**src/rtl/gpio_irq_pkg.sv**
```systemverilog
package gpio_irq_pkg;
  localparam logic [7:0] OFF_OUT     = 8'h00;
  localparam logic [7:0] OFF_IN      = 8'h04;
  localparam logic [7:0] OFF_DIR     = 8'h08;
  localparam logic [7:0] OFF_POL     = 8'h18;
  localparam logic [7:0] OFF_BOTH    = 8'h1C;
  localparam logic [7:0] OFF_PEND    = 8'h20;
  localparam logic [7:0] OFF_LVL     = 8'h2C;
  localparam logic [7:0] OFF_EN_SET  = 8'h30;
  localparam logic [7:0] OFF_EN_CLR  = 8'h34;
  localparam logic [7:0] OFF_OUT_SET = 8'h40;
  localparam logic [7:0] OFF_OUT_CLR = 8'h44;
  localparam logic [7:0] OFF_DIR_SET = 8'h48;
  localparam logic [7:0] OFF_DIR_CLR = 8'h4C;
endpackage

```
**src/rtl/gpio_pin_sync.sv**
```systemverilog
module gpio_pin_sync #(
  parameter int W = 32
) (
  input  logic         clk,
  input  logic         rst,
  input  logic [W-1:0] raw,
  output logic [W-1:0] now_v,
  output logic [W-1:0] last_v
);
  logic [W-1:0] meta_q;

  always_ff @(posedge clk) begin
    if (rst) begin
      meta_q <= '0;
      now_v  <= '0;
      last_v <= '0;
    end else begin
      meta_q <= raw;
      now_v  <= meta_q;
      last_v <= now_v;
    end
  end
endmodule

```
**src/rtl/gpio_trig_detect.sv**
```systemverilog
module gpio_trig_detect #(
  parameter int W = 32
) (
  input  logic [W-1:0] now_v,
  input  logic [W-1:0] last_v,
  input  logic [W-1:0] lvl_sel,
  input  logic [W-1:0] neg_sel,
  input  logic [W-1:0] both_sel,
  output logic [W-1:0] hit
);
  for (genvar i = 0; i < W; i++) begin : g_pin
    logic rise, fall, edge_hit, lvl_hit;
    always_comb begin
      rise     = now_v[i] & ~last_v[i];
      fall     = ~now_v[i] & last_v[i];
      lvl_hit  = now_v[i] ^ neg_sel[i];
      if (both_sel[i])     edge_hit = rise | fall;
      else if (neg_sel[i]) edge_hit = fall;
      else                 edge_hit = rise;
      hit[i]   = lvl_sel[i] ? lvl_hit : edge_hit;
    end
  end
endmodule

```
**src/rtl/gpio_irq_capture.sv**
```systemverilog
module gpio_irq_capture #(
  parameter int W = 32
) (
  input  logic         clk,
  input  logic         rst,
  input  logic [W-1:0] hit,
  input  logic [W-1:0] clr,
  input  logic [W-1:0] en,
  output logic [W-1:0] pend,
  output logic         irq
);
  always_ff @(posedge clk) begin
    if (rst) begin
      pend <= '0;
      irq  <= 1'b0;
    end else begin
      pend <= (pend & ~clr) | hit;
      irq  <= |(pend & en);
    end
  end
endmodule

```
**src/rtl/gpio_irq_port.sv**
```systemverilog
module gpio_irq_port
  import gpio_irq_pkg::*;
#(
  parameter int NPINS = 32,
  parameter int AW    = 8,
  parameter int DW    = 32
) (
  input  logic             clk,
  input  logic             rst,
  input  logic [AW-1:0]    bus_addr,
  input  logic             bus_we,
  input  logic [DW-1:0]    bus_wdata,
  output logic [DW-1:0]    bus_rdata,
  input  logic [NPINS-1:0] pad_in,
  output logic [NPINS-1:0] pad_out,
  output logic [NPINS-1:0] pad_oe,
  output logic             irq
);
  logic [NPINS-1:0] wd;
  logic [NPINS-1:0] out_q, dir_q, en_q, lvl_q, pol_q, both_q;
  logic [NPINS-1:0] sync_v, prev_v, ev, pend_q, pend_clr;
  logic [NPINS-1:0] rd_mux;

  assign wd = bus_wdata[NPINS-1:0];

  function automatic logic wr_at(input logic [7:0] off);
    return bus_we && (bus_addr == AW'(off));
  endfunction

  always_ff @(posedge clk) begin
    if (rst) begin
      out_q  <= '0;
      dir_q  <= '0;
      en_q   <= '0;
      lvl_q  <= '0;
      pol_q  <= '0;
      both_q <= '0;
    end else begin
      if (wr_at(OFF_OUT))          out_q <= wd;
      else if (wr_at(OFF_OUT_SET)) out_q <= out_q | wd;
      else if (wr_at(OFF_OUT_CLR)) out_q <= out_q & ~wd;

      if (wr_at(OFF_DIR))          dir_q <= wd;
      else if (wr_at(OFF_DIR_SET)) dir_q <= dir_q | wd;
      else if (wr_at(OFF_DIR_CLR)) dir_q <= dir_q & ~wd;

      if (wr_at(OFF_EN_SET))       en_q <= en_q | wd;
      else if (wr_at(OFF_EN_CLR))  en_q <= en_q & ~wd;

      if (wr_at(OFF_LVL))  lvl_q  <= wd;
      if (wr_at(OFF_POL))  pol_q  <= wd;
      if (wr_at(OFF_BOTH)) both_q <= wd;
    end
  end

  assign pend_clr = wr_at(OFF_PEND) ? wd : '0;

  gpio_pin_sync #(.W(NPINS)) u_sync (
    .clk(clk), .rst(rst), .raw(pad_in), .now_v(sync_v), .last_v(prev_v)
  );

  gpio_trig_detect #(.W(NPINS)) u_trig (
    .now_v(sync_v), .last_v(prev_v), .lvl_sel(lvl_q), .neg_sel(pol_q),
    .both_sel(both_q), .hit(ev)
  );

  gpio_irq_capture #(.W(NPINS)) u_cap (
    .clk(clk), .rst(rst), .hit(ev), .clr(pend_clr), .en(en_q),
    .pend(pend_q), .irq(irq)
  );

  always_comb begin
    case (bus_addr)
      AW'(OFF_OUT), AW'(OFF_OUT_SET), AW'(OFF_OUT_CLR): rd_mux = out_q;
      AW'(OFF_DIR), AW'(OFF_DIR_SET), AW'(OFF_DIR_CLR): rd_mux = dir_q;
      AW'(OFF_EN_SET), AW'(OFF_EN_CLR):                 rd_mux = en_q;
      AW'(OFF_IN):   rd_mux = sync_v;
      AW'(OFF_POL):  rd_mux = pol_q;
      AW'(OFF_BOTH): rd_mux = both_q;
      AW'(OFF_LVL):  rd_mux = lvl_q;
      AW'(OFF_PEND): rd_mux = pend_q;
      default:       rd_mux = '0;
    endcase
  end

  always_ff @(posedge clk) begin
    if (rst) bus_rdata <= '0;
    else     bus_rdata <= DW'(rd_mux);
  end

  assign pad_out = out_q;
  assign pad_oe  = dir_q;
endmodule

```
**config.mk**
```make
export PLATFORM = sky130hd
export DESIGN_NAME = gpio_irq_port
export DESIGN_NICKNAME = d
export VERILOG_FILES = /design/src/rtl/gpio_irq_pkg.sv /design/src/rtl/gpio_pin_sync.sv /design/src/rtl/gpio_trig_detect.sv /design/src/rtl/gpio_irq_capture.sv /design/src/rtl/gpio_irq_port.sv
export SDC_FILE = /design/constraint.sdc
export NUM_CORES = 1
export LEC_CHECK = 0
export ABC_AREA = 1
export BUFFER_PORTS_ARGS = -buffer_cell sky130_fd_sc_hd__buf_2
export CAP_MARGIN = 20
export CORE_UTILIZATION = 33
export DETAILED_ROUTE_END_ITERATION = 6
export PLACE_DENSITY_LB_ADDON = 0.25
export SLEW_MARGIN = 25
export SYNTH_ARGS = -nofsm -noshare
export SYNTH_HDL_FRONTEND = slang
export SYNTH_SLANG_ARGS = --single-unit
```
**constraint.sdc**
```tcl
create_clock -name clk -period 2.8 [get_ports clk]
set_input_delay 0.56 -clock clk [delete_from_list [all_inputs] [get_ports clk]]
set_output_delay 0.56 -clock clk [all_outputs]
set_load 0.005 [all_outputs]
```
## Yosys cells after proc, flatten, opt, wreduce, memory -nomap -nowiden

Cells that the tools add are included.

- Eq/ne operators: 12
- Muxes and demuxes: 106
- Bitwise operators: 203
- Reduce and logical (&&, ||, !) cells: 20

Operators by type and width:

| operator | number |
|---|---|
| 2-to-1 mux 32 bit | 9 |
| one-hot mux 32 bit (8 select lines) | 1 |
| AND 32 bit | 5 |
| OR 32 bit | 4 |
| 2-to-1 mux 1 bit | 96 |
| AND 1 bit | 64 |
| NOT 1 bit | 64 |
| NOT 32 bit | 2 |
| == test 8 x 6 -> 1 bit (second input constant) | 4 |
| == test 8 x 7 -> 1 bit (second input constant) | 4 |
| OR 1 bit | 32 |
| OR reduction 32 bit | 1 |
| bitwise XOR 1 bit | 32 |
| == test 8 x 5 -> 1 bit (second input constant) | 2 |
| logical AND 1 bit | 12 |
| == test 8 x 3 -> 1 bit (second input constant) | 1 |
| == test 8 x 4 -> 1 bit (second input constant) | 1 |
| logical NOT 8 bit | 1 |
| nonzero test 3 bit | 2 |
| OR reduction 3 bit | 2 |
| nonzero test 2 bit | 1 |
| OR reduction 2 bit | 1 |

- Register bits: 353
- Input port bits: 75
- Output and inout port bits: 97
- Logic and storage cells: 353

## Depth between registers and ports, before layout

- Word-level depth: 6
- Mapped depth: 11
- Gate-level depth less buffers: 9

## Hierarchy

A second synthesis with hierarchy kept.

- Cells, all modules: 2616
- Area total of the unflattened synthesis: 17710.7 um^2

By module, submodules not included:

| module | times used | cells an instance | area each (um^2) | sequential area each (um^2) |
|---|---|---|---|---|
| gpio_irq_port | 1 | 1641 | 10836.6 | 4484.3 |
| gpio_pin_sync | 1 | 299 | 2813.9 | 1921.8 |
| gpio_trig_detect | 1 | 480 | 2722.6 | 0.0 |
| gpio_irq_capture | 1 | 196 | 1337.5 | 660.6 |

## Worst setup path after synthesis

OpenSTA, ideal clock, no wires.

- Path type: input -> register
- Start: input port bus_addr[2]
- End: register with a tool-made name
- Setup time: 0.132 ns
- Arrival: 1.521 ns
- Data required time: 2.668 ns
- Slack: 1.147 ns
- Cell stages on the path: 9
- Path buffers: 1
- Path through: inv_2 nand2_1 nor2_4 nand2_2 o21ai_2 buf_4 nand2_1 nand2_1 a21oi_1

RTL lines:

| element | RTL line | text |
|---|---|---|
| from (decl) | gpio_irq_port.sv:10 | `input logic [AW-1:0] bus_addr,` |

==> flow_summary_export.csv <==
group,metric,value,unit
clock_tree,clock_sinks,353,
yosys,ys_ff_latch,353,
detailed_routing,wl_per_cell,17.1,um
critical_path,r2r_end,"u_cap.pend[30]",
yosys,postSynthAreaPerCell,7.16,sq um
placement,dp_hpwl,36.4,mm
grt,grt_max_degree,58,
die,die_x,227,um
yosys,synthCells,2336,
grt,grt_pass1_wl,83.8,mm
sta,whs,0.193,ns
sta,final.setup_skew,0.0172,ns
hold_path,min_from,"pad_in[24]",
detailed_routing,drt_iter0_drc,1302,
yosys,synth_cell_type_count,30,
critical_path,crit_slowest_cell,"o21ai_4",
hold_path,holdPathStages,3,
finish,register_area,7070,sq um
power_and_ir_drop,power.total,11.2,mW
sta,worst-slew-pin-transition,0.765,ns
finish,finalNetCount,2615,
placement,gp_congestion,0.865,
grt,grt_pass1_vias,14900,
die,core,50100,sq um
yosys,yosysWarnings,0,
placement,port-buffer-count,171,
critical_path,critPathCaptureType,"register",
detailed_routing,drt-total-wl,54.4,mm
clock_tree,insertion_delay,0.56,ns
critical_path,crit_chain,"buf_2, inv_2, nand2_1, nor2_1, nand2_1, o21ai_4, buf_4, nand2_1, nand2_1, a21oi_1",
sta,fin_setup_tns,0,ns
finish,mostFrequentLayoutCells,"nand2_1 (581), dfxtp_1 (353), nor2_1 (251)",
finish,final_common_cell,"nand2_1",
sta,grt_setup_unrepaired,"no",
sta,max_slew_margin,48.8,%
hold_path,hold_class,"in -> reg",
yosys,ys_seq_area_share,42.2,%
clock_tree,cts_buffer_depth,3,
critical_path,crit_buf_inv,3,
critical_path,cp_common_cell,"nand2_1",
detailed_routing,drtAntennaViolNets,0,
detailed_routing,routed-via-count,15800,
clock_tree,clkTransAtPathRegs,0.05,ns
die,die-area,51600,sq um
sta,hold_viol,0,
yosys,synth_top_area_cell,"dfxtp_1",
critical_path,cp_max_fo,18,
die,ioPinCount,172,
yosys,yosysTopAreaCellShare,42.2,%
finish,post-route-util,39.5,%
clock_tree,cts_root_buffer,"clkbuf_16",
sta,fmax,0.539,GHz
placement,pre_cts_slack,0.348,ns
critical_path,cp.required,3.22,ns
yosys,synth_area,16700,sq um
clock_tree,postCtsHoldBufs,0,
detailed_routing,drc_errors,0,
finish,multi_input_area,8150,sq um
detailed_routing,drt_first_pass_iters,5,
critical_path,critPathMaxStageDelay,0.60,ns
grt,grtUsageTotal,21.0,%
critical_path,worstRegToRegCells,5,
die,die_h,227,um
yosys,synth.area.top_cells,"dfxtp_1 (42%), nand2_1 (13%), a21oi_1 (6.5%), nor2_1 (5.6%), inv_1 (5.6%)",
sta,post-route-period-util,66.2,%
sta,period_minus_slack,1.85,ns
yosys,syn-num-nets,2475,
die,rows,82,
power_and_ir_drop,ir_drop,0.390,mV
finish,drive_gt1_share,13.8,%
critical_path,arrival,2.27,ns
critical_path,reg2reg_slack,1.47,ns
critical_path,crit_path_start_kind,"primary input",
sta,drv_slew,0,
grt,grt.overflow.total,0,
clock_tree,cts-resized-gates,0,
clock_tree,cts_htree_levels,2,
finish,fill_cells,5290,
job,drv_cap,0,
hold_path,holdPathEnd,"u_sync.meta_q[24]",
die,initial_core_util,33.4,%
clock_tree,cts_tree,"yes",
clock_tree,cts_setup_buffers,0,
yosys,synth-edff-count,0,
critical_path,cpLargestDelayFamily,"compound AO/OA/AOI/OAI gates",
power_and_ir_drop,p_leak,8.33,nW
sta,setup_viol,0,
power_and_ir_drop,powerDensity,565,nW/um^2
grt,antenna_found_initial,3,
yosys,synth_flop_cell,"dfxtp_1",
critical_path,crit_type,"in -> reg",
clock_tree,cts_buffers,43,
critical_path,rr_startpoint,"u_sync.now_v[30]",
status,outcome,"complete, no violations",
sta,setup_ws,0.946,ns
detailed_routing,viasPerCell,4.97,
finish,syn_to_final_growth,18.1,%
yosys,ys_async_sr_fraction,0,%
==> area by class of cell <==
type                            instances  share of cell area [%]
Antenna cell                            2                  0.0253
Clock buffer                           66                    6.54
Clock inverter                          7                   0.336
Inverter                              259                    4.92
Multi-Input combinational cell       1598                    41.2
Sequential cell                       353                    35.8
Tap cell                              672                    4.26
Timing Repair Buffer                  221                    6.91
==> stage by stage <==
stage	cells	cell area, sq um
global route	3178	19800
global placement	3103	18400
finish	3178	19800
CTS	3176	19800
floorplan	2336	16700
detailed placement	3103	18400
==> cell usage after synthesis (30+ instances only) <==
| master | number |
|---|---|
| a211oi_1 | 79 |
| a21oi_1 | 218 |
| buf_2 | 55 |
| clkbuf_1 | 56 |
| dfxtp_1 | 353 |
| ha_1 | 64 |
| inv_1 | 250 |
| nand2_1 | 585 |
| nand3_1 | 145 |
| nor2_1 | 251 |
| nor3_1 | 32 |
| o21ai_0 | 85 |
| o21bai_1 | 30 |
==> power by group <==
group / internal, mW / switching (mW) / total [mW]
sequential: 5.11 / 0.0623 / 5.18
combinational: 0.166 / 0.411 / 0.577
clock: 3.24 / 2.17 / 5.41
total: 8.52 / 2.64 / 11.2
==> worst max-delay path by stage <==
stage | startpoint | to | slack, ns | depth (start not counted)
global placement | bus_addr[4] | register | 0.43 | 10
global route | bus_addr[4] | register | 0.79 | 10
floorplan | bus_addr[2] | register | 1.15 | 9
CTS | bus_addr[4] | register | 0.93 | 10
finish | bus_addr[4] | register | 0.95 | 10
detailed placement | bus_addr[4] | register | 0.35 | 10
==> logic make-up after synthesis <==
group	share of synthesized area (%)
adder cells (fa/ha/maj)	4.79
flip-flops	42.2
buffers and inverters	9.41
AO/OA/AOI/OAI	14.7
AND/OR/NAND/NOR	28.2
XOR/XNOR	0.628
==> routing by layer <==
metal	track usage, %	vias up	part of all wire, %
li1	-	7810	-
met3	3.30	103	6.4
met1	27.1	7381	44
met2	34.9	488	47
met5	0	-	0.024
met4	8.42	2	3.0
==> worst reg2reg max path, stage by stage (launching register included) <==
cell and delay (ns):
dfxtp_1 0.43, inv_1 0.09, ha_1 0.29, o21ai_0 0.18, o22ai_1 0.12, a21oi_1 0.14
(Power assumes the default switching activity.)
